## src/rtl/pdh_dmx_pkg.sv

```systemverilog
package pdh_dmx_pkg;
  typedef enum logic [1:0] {
    AL_HUNT    = 2'd0,
    AL_PRESYNC = 2'd1,
    AL_SYNC    = 2'd2
  } align_state_e;
endpackage

```

## src/rtl/pdh_dmx_align.sv

```systemverilog
// Frame alignment: position counter plus hunt/presync/sync state machine.
module pdh_dmx_align
  import pdh_dmx_pkg::*;
#(
  parameter int FAW_W      = 8,
  parameter logic [FAW_W-1:0] FAW_PAT = 8'hD2,
  parameter int FRAME_LEN  = 76,
  parameter int CONFIRM    = 3,
  parameter int MISS_LIMIT = 4,
  parameter int PW         = 7,
  parameter int CW         = 2,
  parameter int MW         = 3
) (
  input  logic          clk,
  input  logic          rst,
  input  logic          bit_i,
  output logic [PW-1:0] pos_o,
  output align_state_e  state_o,
  output logic          locked_o,
  output logic [CW-1:0] hit_o,
  output logic [MW-1:0] miss_o
);
  localparam logic [PW-1:0] LAST_POS = PW'(FRAME_LEN - 1);
  localparam logic [PW-1:0] FAW_END  = PW'(FAW_W - 1);
  localparam logic [PW-1:0] AFTER_FAW = PW'(FAW_W);
  localparam logic [CW-1:0] CONF_M1  = CW'(CONFIRM - 1);
  localparam logic [MW-1:0] MISS_M1  = MW'(MISS_LIMIT - 1);

  logic [FAW_W-1:0] win_q;
  logic [FAW_W-1:0] window;
  logic             match;
  logic [PW-1:0]    pos_q, pos_d;
  align_state_e     st_q, st_d;
  logic [CW-1:0]    hit_q, hit_d;
  logic [MW-1:0]    miss_q, miss_d;
  logic             locked_q;
  logic             faw_end;

  assign window  = {win_q[FAW_W-2:0], bit_i};
  assign match   = (window == FAW_PAT);
  assign faw_end = (pos_q == FAW_END);

  always_comb begin
    pos_d  = (pos_q == LAST_POS) ? '0 : pos_q + 1'b1;
    st_d   = st_q;
    hit_d  = hit_q;
    miss_d = miss_q;
    unique case (st_q)
      AL_HUNT: begin
        if (match) begin
          pos_d  = AFTER_FAW;
          hit_d  = CW'(1);
          miss_d = '0;
          st_d   = (CONFIRM == 1) ? AL_SYNC : AL_PRESYNC;
        end
      end
      AL_PRESYNC: begin
        if (faw_end) begin
          if (match) begin
            if (hit_q == CONF_M1) begin
              st_d   = AL_SYNC;
              miss_d = '0;
            end else begin
              hit_d = hit_q + 1'b1;
            end
          end else begin
            st_d  = AL_HUNT;
            hit_d = '0;
          end
        end
      end
      AL_SYNC: begin
        if (faw_end) begin
          if (match) begin
            miss_d = '0;
          end else if (miss_q == MISS_M1) begin
            st_d   = AL_HUNT;
            miss_d = '0;
            hit_d  = '0;
          end else begin
            miss_d = miss_q + 1'b1;
          end
        end
      end
      default: st_d = AL_HUNT;
    endcase
  end

  always_ff @(posedge clk) begin
    if (rst) begin
      win_q    <= '0;
      pos_q    <= '0;
      st_q     <= AL_HUNT;
      hit_q    <= '0;
      miss_q   <= '0;
      locked_q <= 1'b0;
    end else begin
      win_q    <= window;
      pos_q    <= pos_d;
      st_q     <= st_d;
      hit_q    <= hit_d;
      miss_q   <= miss_d;
      locked_q <= (st_d == AL_SYNC);
    end
  end

  assign pos_o    = pos_q;
  assign state_o  = st_q;
  assign locked_o = locked_q;
  assign hit_o    = hit_q;
  assign miss_o   = miss_q;
endmodule

```

## src/rtl/pdh_dmx_vote.sv

```systemverilog
// Per-lane count of control bits set; majority gives the stuff decision.
module pdh_dmx_vote #(
  parameter int NT       = 4,
  parameter int CTL_REP  = 3,
  parameter int PW       = 7,
  parameter int TW       = 2,
  parameter int CLR_POS  = 8,
  parameter int CTL_BASE = 12,
  parameter int STF_BASE = 24
) (
  input  logic          clk,
  input  logic          rst,
  input  logic          bit_i,
  input  logic [PW-1:0] pos_i,
  input  logic [TW-1:0] lane_i,
  output logic [NT-1:0] stuff_o
);
  localparam int VW = $clog2(CTL_REP + 1);
  localparam logic [VW-1:0] HALF   = VW'(CTL_REP / 2);
  localparam logic [PW-1:0] CLR_P  = PW'(CLR_POS);
  localparam logic [PW-1:0] CTL_LO = PW'(CTL_BASE);
  localparam logic [PW-1:0] CTL_HI = PW'(STF_BASE);

  logic [VW-1:0] cnt_q [NT];
  logic          in_ctl;

  assign in_ctl = (pos_i >= CTL_LO) && (pos_i < CTL_HI);

  always_ff @(posedge clk) begin
    for (int t = 0; t < NT; t++) begin
      if (rst || pos_i == CLR_P) begin
        cnt_q[t] <= '0;
      end else if (in_ctl && bit_i && lane_i == TW'(t)) begin
        cnt_q[t] <= cnt_q[t] + 1'b1;
      end
    end
  end

  for (genvar g = 0; g < NT; g++) begin : g_dec
    assign stuff_o[g] = (cnt_q[g] > HALF);
  end
endmodule

```

## src/rtl/pdh_dmx_lanes.sv

```systemverilog
// Payload steering, stuff drop and service capture; all outputs registered.
module pdh_dmx_lanes #(
  parameter int NT       = 4,
  parameter int TW       = 2,
  parameter int PW       = 7,
  parameter int SVC_W    = 4,
  parameter int SVC_BASE = 8,
  parameter int STF_BASE = 24,
  parameter int DAT_BASE = 28
) (
  input  logic             clk,
  input  logic             rst,
  input  logic             bit_i,
  input  logic [PW-1:0]    pos_i,
  input  logic [TW-1:0]    lane_i,
  input  logic             in_sync_i,
  input  logic [NT-1:0]    stuff_i,
  output logic [NT-1:0]    trib_bit_o,
  output logic [NT-1:0]    trib_vld_o,
  output logic [SVC_W-1:0] svc_o
);
  localparam logic [PW-1:0] SVC_LO   = PW'(SVC_BASE);
  localparam logic [PW-1:0] SVC_LAST = PW'(SVC_BASE + SVC_W - 1);
  localparam logic [PW-1:0] STF_LO   = PW'(STF_BASE);
  localparam logic [PW-1:0] DAT_LO   = PW'(DAT_BASE);

  logic [SVC_W-1:0] svc_sh_q, svc_q;
  logic [SVC_W:0]   svc_cat;
  logic             in_svc, is_stf, is_dat, take;
  logic [NT-1:0]    bit_q, vld_q;

  assign svc_cat = {svc_sh_q, bit_i};
  assign in_svc  = (pos_i >= SVC_LO) && (pos_i <= SVC_LAST);
  assign is_stf  = (pos_i >= STF_LO) && (pos_i < DAT_LO);
  assign is_dat  = (pos_i >= DAT_LO);
  assign take    = in_sync_i && (is_dat || (is_stf && !stuff_i[lane_i]));

  always_ff @(posedge clk) begin
    if (rst) begin
      svc_sh_q <= '0;
      svc_q    <= '0;
    end else begin
      if (in_svc) svc_sh_q <= svc_cat[SVC_W-1:0];
      if (in_sync_i && pos_i == SVC_LAST) svc_q <= svc_cat[SVC_W-1:0];
    end
  end

  always_ff @(posedge clk) begin
    for (int t = 0; t < NT; t++) begin
      if (rst) begin
        vld_q[t] <= 1'b0;
        bit_q[t] <= 1'b0;
      end else begin
        vld_q[t] <= take && (lane_i == TW'(t));
        if (take && lane_i == TW'(t)) bit_q[t] <= bit_i;
      end
    end
  end

  assign trib_bit_o = bit_q;
  assign trib_vld_o = vld_q;
  assign svc_o      = svc_q;
endmodule

```

## src/rtl/pdh_dmx_top.sv

```systemverilog
module pdh_dmx_top
  import pdh_dmx_pkg::*;
#(
  parameter int NT         = 4,
  parameter int FAW_W      = 8,
  parameter logic [FAW_W-1:0] FAW_PAT = 8'hD2,
  parameter int SVC_W      = 4,
  parameter int CTL_REP    = 3,
  parameter int DPT        = 12,
  parameter int CONFIRM    = 3,
  parameter int MISS_LIMIT = 4
) (
  input  logic             clk,
  input  logic             rst,
  input  logic             line_bit,
  output logic [NT-1:0]    trib_bit,
  output logic [NT-1:0]    trib_vld,
  output logic [SVC_W-1:0] svc_bits,
  output logic             locked
);
  localparam int SVC_BASE  = FAW_W;
  localparam int CTL_BASE  = SVC_BASE + SVC_W;
  localparam int STF_BASE  = CTL_BASE + CTL_REP * NT;
  localparam int DAT_BASE  = STF_BASE + NT;
  localparam int FRAME_LEN = DAT_BASE + NT * DPT;
  localparam int PW = $clog2(FRAME_LEN);
  localparam int TW = $clog2(NT);
  localparam int CW = $clog2(CONFIRM + 1);
  localparam int MW = $clog2(MISS_LIMIT + 1);
  localparam logic [PW-1:0] LANE_CLR  = PW'(CTL_BASE - 1);
  localparam logic [TW-1:0] LANE_LAST = TW'(NT - 1);

  logic [PW-1:0] pos_w;
  align_state_e  state_w;
  logic [CW-1:0] hit_w;
  logic [MW-1:0] miss_w;
  logic [TW-1:0] lane_q;
  logic [NT-1:0] stuff_w;
  logic          in_sync;

  pdh_dmx_align #(
    .FAW_W(FAW_W), .FAW_PAT(FAW_PAT), .FRAME_LEN(FRAME_LEN),
    .CONFIRM(CONFIRM), .MISS_LIMIT(MISS_LIMIT), .PW(PW), .CW(CW), .MW(MW)
  ) u_align (
    .clk(clk), .rst(rst), .bit_i(line_bit), .pos_o(pos_w), .state_o(state_w),
    .locked_o(locked), .hit_o(hit_w), .miss_o(miss_w)
  );

  // Lane rotation: lane 0 at the first control bit; all later fields are NT multiples.
  always_ff @(posedge clk) begin
    if (rst || pos_w == LANE_CLR) lane_q <= '0;
    else if (lane_q == LANE_LAST) lane_q <= '0;
    else lane_q <= lane_q + 1'b1;
  end

  assign in_sync = (state_w == AL_SYNC);

  pdh_dmx_vote #(
    .NT(NT), .CTL_REP(CTL_REP), .PW(PW), .TW(TW),
    .CLR_POS(SVC_BASE), .CTL_BASE(CTL_BASE), .STF_BASE(STF_BASE)
  ) u_vote (
    .clk(clk), .rst(rst), .bit_i(line_bit), .pos_i(pos_w), .lane_i(lane_q),
    .stuff_o(stuff_w)
  );

  pdh_dmx_lanes #(
    .NT(NT), .TW(TW), .PW(PW), .SVC_W(SVC_W), .SVC_BASE(SVC_BASE),
    .STF_BASE(STF_BASE), .DAT_BASE(DAT_BASE)
  ) u_lanes (
    .clk(clk), .rst(rst), .bit_i(line_bit), .pos_i(pos_w), .lane_i(lane_q),
    .in_sync_i(in_sync), .stuff_i(stuff_w), .trib_bit_o(trib_bit),
    .trib_vld_o(trib_vld), .svc_o(svc_bits)
  );
endmodule

```

## config.mk

```make
export PLATFORM = sky130hd
export DESIGN_NAME = pdh_dmx_top
export DESIGN_NICKNAME = d
export VERILOG_FILES = /design/src/rtl/pdh_dmx_pkg.sv /design/src/rtl/pdh_dmx_align.sv /design/src/rtl/pdh_dmx_vote.sv /design/src/rtl/pdh_dmx_lanes.sv /design/src/rtl/pdh_dmx_top.sv
export SDC_FILE = /design/constraint.sdc
export NUM_CORES = 1
export LEC_CHECK = 0
export BUFFER_PORTS_ARGS = -buffer_cell sky130_fd_sc_hd__buf_4
export CAP_MARGIN = 20
export CORE_MARGIN = 4
export CORE_UTILIZATION = 33
export CTS_BUF_LIST = sky130_fd_sc_hd__clkbuf_4 sky130_fd_sc_hd__clkbuf_8 sky130_fd_sc_hd__clkbuf_16
export DETAILED_ROUTE_END_ITERATION = 12
export PLACE_DENSITY = 0.51
export SETUP_SLACK_MARGIN = 0.5
export SLEW_MARGIN = 20
export SYNTH_ARGS = -nofsm -noshare
export SYNTH_HDL_FRONTEND = slang
export SYNTH_SLANG_ARGS = --single-unit
```

## constraint.sdc

```tcl
create_clock -name clk -period 2.5 [get_ports clk]
set_input_delay 0 -clock clk [delete_from_list [all_inputs] [get_ports clk]]
set_output_delay 0 -clock clk [all_outputs]
set_load 0.01 [all_outputs]
```

Yosys cells after proc, flatten, opt, wreduce, memory -nomap -nowiden
Memories as Yosys holds them, arrays and structs flattened.
Cells that the tools add are included.

storage, ports and cells
  input bits = 3
  word-level logic and storage cells = 132
  RAM bits = 8
  memories = 1
  register bits = 39

operators by class
  add/subtract/negate cells = 8
  muxes and demuxes = 47
  bitwise gates (word level) = 4
  reductions and logical operators = 25
  magnitude comparators = 12
  equality and inequality tests = 21

memory list
  name          depth  bits a word  read ports  clocked after Yosys merged registers in  write ports  RTL line            source
  u_vote.cnt_q  4      2            4           0                                        4            pdh_dmx_vote.sv:24  logic [VW-1:0] cnt_q [NT];

operators with widths
  kind                 count
  $mux 2               18
  $mux 3               7
  $mux 7               3
  $logic_and 1x1->1    15
  $mux 1               15
  $eq 7x4->1 const B   2
  $ge 7x4->1 const B   2
  $ge 7x5->1 const B   2
  $lt 7x5->1 const B   2
  $add 2x1->2 const B  6
  $pmux 2 s3           2
  $eq 2x2->1 const B   5
  $pmux 3 s3           1
  $eq 8x8->1 const B   1
  $gt 2x1->1 const B   4
  $ne 2x1->1 const B   4
  $add 7x1->7 const B  1
  $eq 7x3->1 const B   1
  $eq 7x7->1 const B   1
  $le 7x4->1 const B   1
  $reduce_and 7->1     1
  $ne 2x2->1 const B   3
  $reduce_and 6->1     1
  $eq 2x1->1 const B   2
  other kinds (11)     17

Longest topological paths before layout
Gate-level depths: netlist of the first run.

  word-level depth = 8
  depth in mapped cells = 7

Hierarchy
From an unflattened synthesis of the first run, not the netlist that was laid out.

second synthesis, totals
  cell total of the unflattened synthesis = 251
  area, all modules = 2532.4 sq um

modules (own cells, without submodules)
  module         times used  area each (sq um)  seq. area each (sq um)  cells an instance
  pdh_dmx_align  1           1141.1             440.4                   112
  pdh_dmx_lanes  1           760.7              300.3                   73
  pdh_dmx_vote   1           529.3              240.2                   56
  pdh_dmx_top    1           101.3              40.0                    10

Worst setup path after synthesis of the first run
OpenSTA, ideal clock, no wires.

  path kind = flip-flop to flip-flop
  start point = reg u_align.st_q[0], in the netlist u_align.state_o[0]
  end point = reg u_align.miss_q[0], in the netlist u_align.miss_o[0]
  path buffers = 1
  required time = 2.429 ns
  cell stages (with the launch flop) = 8
  period minus slack after synthesis = 2.034 ns
  arrival = 1.963 ns
  slack = 0.466 ns
  cell sequence = dfxtp_1 -> inv_1 -> ha_1 -> clkbuf_1 -> or2_2 -> a211o_1 -> or4_1 -> a21oi_1

between the ends
  word-level cells in the longest chain between the ends = 3

ends and longest elaborated chain
  item                                                       RTL line              source
  start: declaration                                         pdh_dmx_align.sv:33   align_state_e st_q, st_d;
  start signal: assignment                                   pdh_dmx_align.sv:100  st_q <= st_d;
  $eq 2x2->1, or another cell as far along                   pdh_dmx_align.sv:48   unique case (st_q)
  $ne 2x2->1 (no source line), or another cell as far along  --
  $reduce_and 6->1 (no source line)                          --
  end signal: assignment                                     pdh_dmx_align.sv:102  miss_q <= miss_d;
  end: declaration                                           pdh_dmx_align.sv:35   logic [MW-1:0] miss_q, miss_d;

Parallel ways exist; a longest one is shown, timed or not.
A chain may end at the register's enable or synchronous reset.

Worst setup path in the final report of the first run
  start point = reg u_align.pos_q[2], in the netlist u_align.pos_o[2]
  end point = reg u_align.miss_q[0], in the netlist u_align.miss_o[0]

between the ends
  word-level cells in the longest chain between the ends = 3

ends and longest elaborated chain
  item                                                       RTL line             source
  start: declaration                                         pdh_dmx_align.sv:32  logic [PW-1:0] pos_q, pos_d;
  start signal: assignment                                   pdh_dmx_align.sv:99  pos_q <= pos_d;
  $eq 7x3->1 (*)                                             pdh_dmx_align.sv:41  assign faw_end = (pos_q == FAW_END);
  $ne 2x2->1 (no source line) or $ne 2x1->1 (tied branches)  --
  $reduce_and 6->1 (no source line) (*)                      --

Every way passes the cells marked *; elsewhere a longest branch is shown, timed or not.

==> parameters.txt, run 1 <==
Parameter                              Value

Final layout
  Antenna cell count    0
  Total Nets Final    270
  Number of filler cells placed in the layout    681
  Fraction of layout instances using a drive strength above 1    17.5%
  Area overhead of the layout relative to synthesis    14.0%

Synthesis
  Total standard cell area after synthesis    2240 sq um
  Asr flop ratio synth    0%
  Count of flip-flops with a built-in enable after synthesis    8
  Register bit total from synthesis    47
  Area contributors post-synth    sky130_fd_sc_hd__dfxtp_1 35%, sky130_fd_sc_hd__edfxtp_1 11%, sky130_fd_sc_hd__ha_1 8.9%
  Gate count of the mapped netlist    232
  Fraction of the yosys area taken by sequential cells    45.6%
  Ys Warns    0
  Share of the synthesized area in the top cell type    34.9%
  Yosys cell types    50
  Most frequently used flop master after synthesis    sky130_fd_sc_hd__dfxtp_1
  Post-Syn Nets    251
  Cell accounting for the most synthesized area    sky130_fd_sc_hd__dfxtp_1
  Average instance area after synthesis    9.65 sq um

Drt
  Total detailed-routing wirelength    4440 microns
  Number of detailed-routing iterations run before antenna repair    4
  Per-cell routed wire length    13.5 microns
  Number of DRC violations after detailed-routing iteration 0    76
  Final antenna-violating net count    0
  Total via count in the routed design    1628
  Number of remaining DRC errors    0
  Via-per-instance ratio    4.95

Worst setup path
  Crit path launch type    flip-flop
  Worst path cell trace    and4bb_1 > nand2_2 > a211o_1 > or4_1 > a21oi_1
  Worst Path Arrival    2.22 ns
  Largest stage delay, worst path    0.52 ns
  Sum of buffers and inverters on the critical path    0
  Kind of capture point of the worst setup path    flip-flop
  Family with the most delay on the worst path    simple AND/OR/NAND/NOR gates
  Critical Setup Path Class    flip-flop to flip-flop
  CP max stage cell    sky130_fd_sc_hd__dfxtp_1
  Req. time, crit path    2.73 ns
  Maximum fanout encountered on the critical timing path    9

Power
  Total power per unit cell area    524 nW/um^2
  Leak pwr    0.00106 uW
  Worst vdd rail ir drop    0.274 mV

Die
  Starting Density    34.7%
  Standard cell core area    6460 sq um
  Height of the chip    90.4 microns
  Rows    29
  Horizontal extent of the die    90.4 microns
  Count of boundary I/O pins    16
  Die Area    8170 sq um

Timing
  Max-slew violations    0
  Unrepaired setup endpoints after global routing    true
  Largest clock skew in the final design    0.0120 ns
  Tcrit/Tclk final    79.8%
  Final sum of negative setup slack    0 ns
  Minimum period implied by the final worst setup slack    2.00 ns
  Hold Worst Slack    0.0261 ns
  Final hold violation count    0
  Max-Slew Margin vs Limit    58.3%
  FMAX    501 MHz
  Least-Margin Pin Slew    0.620 ns
  Setup violators final    0

Clock network
  TritonCTS clock tree    built
  Number of hold-repair buffers added at the cts stage    0
  Clock buffers created by TritonCTS    5
  Clock slew at the register clock pins of the worst setup and hold paths    0.08 ns
  Maximum buffer depth of the clock tree    2
  Insertion delay to the later sink of the worst-skew pair    0.30 ns
  Total number of clock tree sinks    47
  CTS root buffer    sky130_fd_sc_hd__clkbuf_8
  H-tree Lvls    2

Placement
  Total half-perimeter wirelength after legalization and detailed placement    3320 microns
  IO buf count    15
  Global placement routability congestion    0.799

Hold path
  HP Class    input pin to flip-flop

Global route
  Vias in the first global route    1595
  Total track usage    11.4%
  Number of antenna violations at the first check in global routing    0
  Pin count of the biggest net entering global routing    30
  Sum of overflow across all layers after global routing    0
  Global-route wire length before repair    7550 microns

Run
  Number of violations of the max-capacitance limit    0

Status
  Result of the run    finished, final reports clean
## cell usage after synthesis, drive strengths merged, types with 3 or more instances
master,number
a2111oi,3
a21oi,5
a31oi,3
clkbuf,4
dfxtp,39
edfxtp,8
ha,16
inv,20
mux2i,11
nand2,19
nand3,6
nor2,27
nor2b,7
nor3,8
o21ai,10
o31ai,4
xor2,3
## sequential cells by signal, indices dropped and copies added (netlist names)
name / flops
lane_q: 2
u_align.hit_o: 2
u_align.locked_o: 1
u_align.miss_o: 3
u_align.pos_o: 7
u_align.state_o: 2
u_align.win_q: 7
u_lanes.svc_o: 4
u_lanes.svc_sh_q: 3
u_lanes.trib_bit_o: 4
u_lanes.trib_vld_o: 4
u_vote.cnt_q: 8
## layout by cell type (no fill, tap or decap), drive strengths merged, types with 3 or more instances in the layout
cell type / instances
dfxtp: 39
nor2: 27
inv: 20
nand2: 19
buf: 18
ha: 16
mux2i: 11
o21ai: 10
edfxtp: 8
nor3: 8
nor2b: 7
nand3: 6
clkbuf: 6
a21oi: 5
o31ai: 4
xor2: 3
a31oi: 3
a2111oi: 3
## per-stage QoR
stage | util, % | setup WS, ns | total power (uW) | instances | cell area, sq um
2_1_floorplan | - | 0.503 | 875 | 232 | 2250
3_3_place_gp | 37.6 | 0.437 | 902 | 319 | 2430
3_5_place_dp | 37.6 | 0.401 | 901 | 319 | 2430
4_1_cts | 39.2 | 0.463 | 1360 | 327 | 2530
5_1_grt | 39.5 | 0.385 | 1410 | 329 | 2550
6_report | 39.5 | 0.505 | 1340 | 329 | 2550
## cell type report
type	count	area, sq um	share of cell area, %
inverters	20	75.1	2.94
well taps	77	96.3	3.77
clock inverters	2	12.5	0.490
clock buffers	6	76.3	2.99
flip-flops and latches	47	1030	40.2
repair buffers	18	135	5.29
multi-input cells	159	1130	44.3
## final timing paths
kind,startpoint,to,slack [ns],cells after the start
min,line_bit,u_lanes.svc_o[0],0.03,3
max,u_align.pos_o[2],u_align.miss_o[0],0.50,5
min reg2reg,u_lanes.trib_bit_o[1],u_lanes.trib_bit_o[1],0.47,2
max reg2reg,u_align.pos_o[2],u_align.miss_o[0],0.50,5
## tightest hold or removal path, delay by kind of cell
| kind | cells | cell delay [ns] |
|---|---|---|
| AND/OR/NAND/NOR | 1 | 0.07 |
| buffers and inverters | 1 | 0.14 |
| multiplexers | 1 | 0.08 |
## kinds of logic after synthesis
| family | count (synthesis) | share of synthesized area [%] |
|---|---|---|
| multiplexers | 12 | 5.42 |
| adder cells (fa/ha/maj) | 16 | 8.94 |
| XOR/XNOR | 5 | 1.96 |
| buffers and inverters | 26 | 4.69 |
| flip-flops | 47 | 45.6 |
| AO/OA/AOI/OAI | 36 | 11.0 |
| AND/OR/NAND/NOR | 90 | 22.5 |
## metal layers
metal	GRT usage (%)	wire, microns
met4	4.21	55
met3	3.00	117
met2	17.7	1980
met5	0	0
met1	15.0	2290
## where the power goes
group	switching [uW]	total [uW]	internal [uW]
clock	247	454	207
sequential	17.8	802	784
combinational	52.7	81.9	29.2
## what timing repair did
item,CTS,global route
pin swaps,1,1
resized for setup,4,3
endpoints found under the setup margin,19,19
gates cloned,0,0
setup buffers,0,2
(Power assumes the default switching activity.)
==> run 2, diff against run 1 <==
==> constraint.sdc (replaced) <==
create_clock -name clk -period 1.85 [get_ports clk]
set_input_delay 0 -clock clk [delete_from_list [all_inputs] [get_ports clk]]
set_output_delay 0 -clock clk [all_outputs]
set_load 0.01 [all_outputs]
==> run 2 against run 1 <==
  * The run now ends with setup timing left
  * Utilization is 8.4 points higher
  * Combinational power up 140%
  * Die area unchanged
  * Clock skew shrank 0.00077 ns
  * Via count up 9.7%
  * Count of clock-buffer cells in the layout rose by 1
  * First-iteration DRC count is 18% lower
  * Critical endpoint unchanged
  * Largest cell class unchanged
==> parameters.txt, run 2 (synthesized netlist as in run 1, its figures left out) <==
Parameter                              Value

Drt
  Per-cell routed wire length    14.3 microns (+5.8%)
  Number of DRC violations after detailed-routing iteration 0    62 (-18%)
  Total via count in the routed design    1786 (+9.7%)
  Final antenna-violating net count    0 (unchanged)
  Number of detailed-routing iterations run before antenna repair    4 (unchanged)
  Via-per-instance ratio    5.02 (+1.4%)
  Total detailed-routing wirelength    5090 microns (+14%)
  Number of remaining DRC errors    0 (unchanged)

Timing
  FMAX    534 MHz (+6.5%)
  Setup violators final    1 (+1)
  Least-Margin Pin Slew    0.673 ns (+0.0527 ns)
  Smallest setup slack after layout    -0.0229 ns (-0.528 ns)
  Unrepaired setup endpoints after global routing    true
  Minimum period implied by the final worst setup slack    1.87 ns (-0.122 ns)
  Final hold violation count    0 (unchanged)
  Final sum of negative setup slack    -0.0229 ns (-0.0229 ns)
  Max-Slew Margin vs Limit    54.8% (-3.5 points)
  Max-slew violations    0 (unchanged)
  Tcrit/Tclk final    101% (+21 points)
  Largest clock skew in the final design    0.0113 ns (-0.000766 ns)

Clock network
  Insertion delay to the later sink of the worst-skew pair    0.30 ns (about the same)
  TritonCTS clock tree    built
  Number of hold-repair buffers added at the cts stage    0 (unchanged)
  Clock slew at the register clock pins of the worst setup and hold paths    0.09 ns (about the same)
  CTS root buffer    sky130_fd_sc_hd__clkbuf_8
  Total number of clock tree sinks    47 (unchanged)
  Maximum buffer depth of the clock tree    2 (unchanged)
  H-tree Lvls    2 (unchanged)
  Clock buffers created by TritonCTS    5 (unchanged)

Global route
  Sum of overflow across all layers after global routing    0 (unchanged)
  Pin count of the biggest net entering global routing    30 (unchanged)
  Vias in the first global route    1660 (+4.1%)
  Total track usage    12.6% (+1.2 points)
  Global-route wire length before repair    8290 microns (+9.8%)
  Number of antenna violations at the first check in global routing    0 (unchanged)

Worst setup path
  Critical Setup Path Class    flip-flop to flip-flop
  Kind of capture point of the worst setup path    flip-flop
  Req. time, crit path    2.08 ns (-0.65 ns)
  Maximum fanout encountered on the critical timing path    3 (-6)
  Crit path launch type    flip-flop
  Worst Path Arrival    2.10 ns (-0.12 ns)

Hold path
  HP Class    input pin to flip-flop

Die
  Standard cell core area    6460 sq um (unchanged)
  Rows    29 (unchanged)
  Starting Density    34.7% (unchanged)
  Height of the chip    90.4 microns (unchanged)
  Count of boundary I/O pins    16 (unchanged)
  Horizontal extent of the die    90.4 microns (unchanged)
  Die Area    8170 sq um (unchanged)

Power
  Share of power burned in the clock network    33.8% (about the same)
  Leak pwr    0.00125 uW (+18%)
  Total power per unit cell area    621 nW/um^2 (+18%)
  Sw Share    24.5% (+0.78 points)
  Switching pwr    471 uW (+48%)
  Part of the total power dissipated in sequential elements    56.0% (-4.0 points)
  Combinational share of power    10.2% (+4.1 points)
  Worst vdd rail ir drop    0.244 mV (-11%)
  Post-route total power    1920 uW (+44%)
  Power Internal    1450 uW (+42%)

Final layout
  Fraction of layout instances using a drive strength above 1    39.8% (+22 points)
  Largest Register    u_vote.cnt_q
  Area overhead of the layout relative to synthesis    38.2%
  Flip-flop count of the largest register, all copies and words added    8 (unchanged)
  Total Nets Final    297 (+10%)
  Most frequent cells in the layout    38 x sky130_fd_sc_hd__buf_4, 32 x sky130_fd_sc_hd__dfxtp_1, 23 x sky130_fd_sc_hd__nor2_1
  Number of filler cells placed in the layout    620 (-9.0%)
  Antenna cell count    0 (unchanged)
  Commonest non-fill, non-tap cell in the layout    sky130_fd_sc_hd__buf_4

Placement
  IO buf count    15 (unchanged)
  Total half-perimeter wirelength after legalization and detailed placement    3500 microns (+5.4%)
  Global placement routability congestion    0.761 (-4.8%)

Status
  Result of the run    finished, violations left
  Violated checks    setup timing

Run
  Number of violations of the max-capacitance limit    0 (unchanged)
==> run 2: changes by cell type in the layout (fill, tap and decap cells not counted), moves of 3 or more <==
cell                      change
sky130_fd_sc_hd__buf_4       +20
sky130_fd_sc_hd__buf_6        +7
sky130_fd_sc_hd__o21ai_0      -6
sky130_fd_sc_hd__dfxtp_4      +5
sky130_fd_sc_hd__nand2_1      -5
sky130_fd_sc_hd__nor3_1       -5
sky130_fd_sc_hd__nor3_2       +5
sky130_fd_sc_hd__nand2_2      +4
sky130_fd_sc_hd__a21oi_1      -3
sky130_fd_sc_hd__a31oi_1      -3
sky130_fd_sc_hd__dfxtp_1      -3
sky130_fd_sc_hd__ha_4         +3
sky130_fd_sc_hd__o21ai_2      +3
==> run 2: metrics by stage <==
| step | hold WS, ns | cells | utilization, % | setup slack [ns] | area (sq um) |
|---|---|---|---|---|---|
| after global routing | 0.0383 | 356 | 47.9 | -0.0551 | 3090 |
| after floorplan | 0.144 | 232 | - | 0.00731 | 2340 |
| after detailed placement | 0.336 | 330 | 40.2 | 0.00765 | 2590 |
| final | 0.0265 | 356 | 47.9 | -0.0229 | 3090 |
| after CTS | 0.0156 | 346 | 44.5 | 0.0436 | 2870 |
| after global placement | 0.327 | 330 | 40.2 | 0.0583 | 2590 |
==> run 2: worst max-delay path, cell delays in order, from the launching register on <==
cell and delay (ns):
sky130_fd_sc_hd__dfxtp_4 0.38, sky130_fd_sc_hd__inv_4 0.05, sky130_fd_sc_hd__ha_4 0.15, sky130_fd_sc_hd__or2_4 0.27, sky130_fd_sc_hd__a211o_1 0.33, sky130_fd_sc_hd__or4_4 0.49, sky130_fd_sc_hd__a21oi_2 0.14
==> run 2: cell type report <==
| class | count | area (sq um) | area share, % |
|---|---|---|---|
| timing repair buffer | 45 | 364 | 11.8 |
| tap | 77 | 96.3 | 3.11 |
| inverter | 20 | 80.1 | 2.59 |
| clock buffer | 7 | 90.1 | 2.91 |
| clock inverter | 1 | 5.00 | 0.162 |
| sequential | 47 | 1040 | 33.7 |
| multi-input combinational | 159 | 1420 | 45.8 |
==> run 2: layer usage <==
metal  GRT usage, %  vias to the layer above  wire length (microns)  part of all wire [%]
li1               -                      904                      -                     -
met2           21.3                       17                   2530                    50
met5              0                        -                      0                     0
met1           15.5                      856                   2350                    46
met4           4.85                        0                    104                   2.0
met3           2.75                        9                    100                   2.0
==> run 2: path summary, 6_finish.rpt <==
kind	startpoint	endpoint	slack (ns)	cells after the start
max	u_align.state_o[1]	u_align.miss_o[0]	-0.02	6
min	line_bit	u_lanes.svc_o[0]	0.03	3
max reg2reg	u_align.state_o[1]	u_align.miss_o[0]	-0.02	6
min reg2reg	u_lanes.trib_bit_o[0]	u_lanes.trib_bit_o[0]	0.47	2
==> run 2: power groups by stage <==
stage                     Clock (uW)  Sequential, uW  Combinational, uW
after floorplan                    0            1100               91.5
after global placement             0            1100                138
after detailed placement           0            1100                138
after CTS                        681            1080                166
after global routing             720            1080                218
final                            649            1080                196
==> run 2: repair_timing <==
item,CTS,global route
cloned,0,0
buffers inserted,8,10
gates resized for setup,26,36
pin swaps,8,16
endpoints found under the setup margin,48,48
==> run 3, diff against run 2 <==
--- a/config.mk
+++ b/config.mk
@@ -8,10 +8,10 @@
 export BUFFER_PORTS_ARGS = -buffer_cell sky130_fd_sc_hd__buf_4
 export CAP_MARGIN = 20
 export CORE_MARGIN = 4
-export CORE_UTILIZATION = 33
+export CORE_UTILIZATION = 40
 export CTS_BUF_LIST = sky130_fd_sc_hd__clkbuf_4 sky130_fd_sc_hd__clkbuf_8 sky130_fd_sc_hd__clkbuf_16
 export DETAILED_ROUTE_END_ITERATION = 12
-export PLACE_DENSITY = 0.51
+export PLACE_DENSITY = 0.59
 export SETUP_SLACK_MARGIN = 0.5
 export SLEW_MARGIN = 20
 export SYNTH_ARGS = -nofsm -noshare
==> run 3 against run 2 <==
  * The run now ends clean
  * Critical path depth shrank 1
  * Non-clock buffer count is 6 higher
  * Register-to-register slack gained 0.03 ns
  * Sequential power about the same
  * Final area increased by 2.1%
  * Sequential share of layout area down 0.57 points
  * Via count rose by 1.9%
  * Utilization up 12 points
  * First-iteration DRC count is 44% higher
  * Hold slack gained 0.076 ns
  * Fmax is 1.6% higher
==> parameters.txt, run 3 (synthesized netlist as in run 1, its figures left out) <==
Parameter                              Value

Hold path
  Count of cells along the worst hold path    2 (-1)
  HP Class    input pin to flip-flop
  Startpoint of the worst hold path    rst
  Endpoint, Worst Hold    u_lanes.svc_sh_q[1]

Drt
  Via-per-instance ratio    5.13 (+2.2%)
  Per-cell routed wire length    14.7 microns (+3.1%)
  Number of detailed-routing iterations run before antenna repair    4 (unchanged)
  Number of remaining DRC errors    0 (unchanged)
  Total detailed-routing wirelength    5230 microns (+2.8%)
  Number of DRC violations after detailed-routing iteration 0    89 (+44%)
  Total via count in the routed design    1820 (+1.9%)
  Final antenna-violating net count    0 (unchanged)

Placement
  IO buf count    15 (unchanged)
  Global placement routability congestion    0.801 (+5.3%)
  Placed Cells    326 (-1.2%)
  Total half-perimeter wirelength after legalization and detailed placement    3480 microns (-0.55%)

Timing
  Setup violators final    0 (-1)
  Minimum period implied by the final worst setup slack    1.84 ns (-0.0288 ns)
  Hold Worst Slack    0.103 ns (+0.0763 ns)
  Unrepaired setup endpoints after global routing    true
  Least-Margin Pin Slew    0.418 ns (-0.255 ns)
  Final hold violation count    0 (unchanged)
  Max-slew violations    0 (unchanged)
  Largest clock skew in the final design    0.0112 ns (-0.0000606 ns)
  Max-Slew Margin vs Limit    72.1% (+17 points)
  Tcrit/Tclk final    99.7% (-1.6 points)
  FMAX    542 MHz (+1.6%)

Final layout
  Final core utilization    59.9% (+12 points)
  Area overhead of the layout relative to synthesis    41.1%
  Commonest non-fill, non-tap cell in the layout    sky130_fd_sc_hd__buf_4
  Final Instance Count excl. Fillers    355 (-0.28%)
  Total Nets Final    303 (+2.0%)
  Flip-flop count of the largest register, all copies and words added    8 (unchanged)
  Most frequent cells in the layout    43 x sky130_fd_sc_hd__buf_4, 29 x sky130_fd_sc_hd__dfxtp_1, 23 x sky130_fd_sc_hd__nor2_1
  Antenna cell count    0 (unchanged)
  Fraction of layout instances using a drive strength above 1    40.4% (+0.57 points)
  Largest Register    u_vote.cnt_q

Die
  Count of boundary I/O pins    16 (unchanged)
  Horizontal extent of the die    82.8 microns (-8.4%)
  Height of the chip    82.8 microns (-8.4%)
  Starting Density    42.5% (+7.8 points)
  Standard cell core area    5270 sq um (-18%)
  Die Area    6860 sq um (-16%)
  Rows    26 (-10%)

Power
  Total power per unit cell area    643 nW/um^2 (+3.7%)
  Worst vdd rail ir drop    0.357 mV (+46%)
  Leak pwr    0.00129 uW (+3.0%)

Global route
  Global-route wire length before repair    8510 microns (+2.7%)
  Sum of overflow across all layers after global routing    0 (unchanged)
  Vias in the first global route    1810 (+9.0%)
  Total track usage    15.0% (+2.5 points)
  Number of antenna violations at the first check in global routing    0 (unchanged)
  Pin count of the biggest net entering global routing    30 (unchanged)

Worst setup path
  Critical Setup Path Class    flip-flop to flip-flop
  Maximum fanout encountered on the critical timing path    6 (+3)
  Number of cells on the worst reg-to-reg path    5 (-1)
  Kind of capture point of the worst setup path    flip-flop
  Crit path launch type    flip-flop
  R2R setup slack    0.006 ns (+0.03 ns)
  Req. time, crit path    2.03 ns (-0.05 ns)
  Launch point of the worst reg-to-reg path    u_align.win_q[2]
  Reg2reg end    u_align.locked_o
  Worst Path Arrival    2.02 ns (-0.08 ns)

Clock network
  Total number of clock tree sinks    47 (unchanged)
  H-tree Lvls    2 (unchanged)
  CTS root buffer    sky130_fd_sc_hd__clkbuf_8
  Clock buffers created by TritonCTS    5 (unchanged)
  TritonCTS clock tree    built
  Insertion delay to the later sink of the worst-skew pair    0.30 ns (about the same)
  Clock slew at the register clock pins of the worst setup and hold paths    0.09 ns (about the same)
  Maximum buffer depth of the clock tree    2 (unchanged)
  Number of hold-repair buffers added at the cts stage    0 (unchanged)

Status
  Result of the run    finished, final reports clean

Run
  Number of violations of the max-capacitance limit    0 (unchanged)
[run 3: cell types whose count changed in the layout (fill, tap and decap cells not counted), moves of 3 or more]
cell,before,now
sky130_fd_sc_hd__dfxtp_1,32,29
sky130_fd_sc_hd__nor3_2,5,0
sky130_fd_sc_hd__buf_4,38,43
sky130_fd_sc_hd__nor3_1,2,7
sky130_fd_sc_hd__dfxtp_2,2,5
[run 3: report_power, final]
part           switching [uW]  total (uW)  internal [uW]
Clock                     351         754            403
Sequential               21.5        1080           1060
Combinational             122         203           80.9
Total                     494        2030           1540
[run 3: layer usage]
layer / up-vias / global-route usage, % / wire length (microns)
met2: 31 / 26.3 / 2650
met5: - / 0 / 0
met4: 0 / 4.75 / 102
li1: 918 / - / -
met1: 858 / 18.0 / 2330
met3: 13 / 3.76 / 146
[run 3: worst max path at each step]
stage,start,end,cells after the start
after floorplan,u_align.state_o[0],u_align.miss_o[0],7
after global placement,u_align.state_o[1],u_align.miss_o[0],6
after detailed placement,u_align.state_o[1],u_align.miss_o[0],6
after CTS,u_align.pos_o[1],u_align.miss_o[0],6
after global routing,u_align.win_q[2],u_align.locked_o,5
final,u_align.win_q[2],u_align.locked_o,5
[run 3: worst max-delay path: stages (launching register included)]
cell and delay [ns]:
sky130_fd_sc_hd__dfxtp_2 0.34, sky130_fd_sc_hd__or4b_4 0.56, sky130_fd_sc_hd__nor2_4 0.24, sky130_fd_sc_hd__nand2_2 0.10
sky130_fd_sc_hd__a221o_1 0.34, sky130_fd_sc_hd__nor3b_2 0.16
[run 3: area by class of cell]
class	instances	area (sq um)
clock buffers	5	68.8
clock inverters	3	43.8
fillers	477	2110
inverters	20	80.1
multi-input cells	159	1420
flip-flops and latches	47	1050
well taps	70	87.6
repair buffers	51	413
[run 3: timing repair]
action,CTS,global route
setup buffers,14,7
endpoints found under the setup margin,48,48
pin swaps,12,20
resized for setup,25,39
[run 3: stage by stage]
step / cell area [sq um] / worst slack [ns] / total power (uW) / TNS (ns)
detailed placement: 2610 / -0.0271 / 1250 / -0.0271
global route: 3160 / -0.0559 / 2140 / -0.126
CTS: 2940 / 0.0239 / 2010 / 0
floorplan: 2340 / 0.00731 / 1190 / 0
global placement: 2610 / 0.0355 / 1240 / 0
finish: 3160 / 0.00592 / 2030 / 0
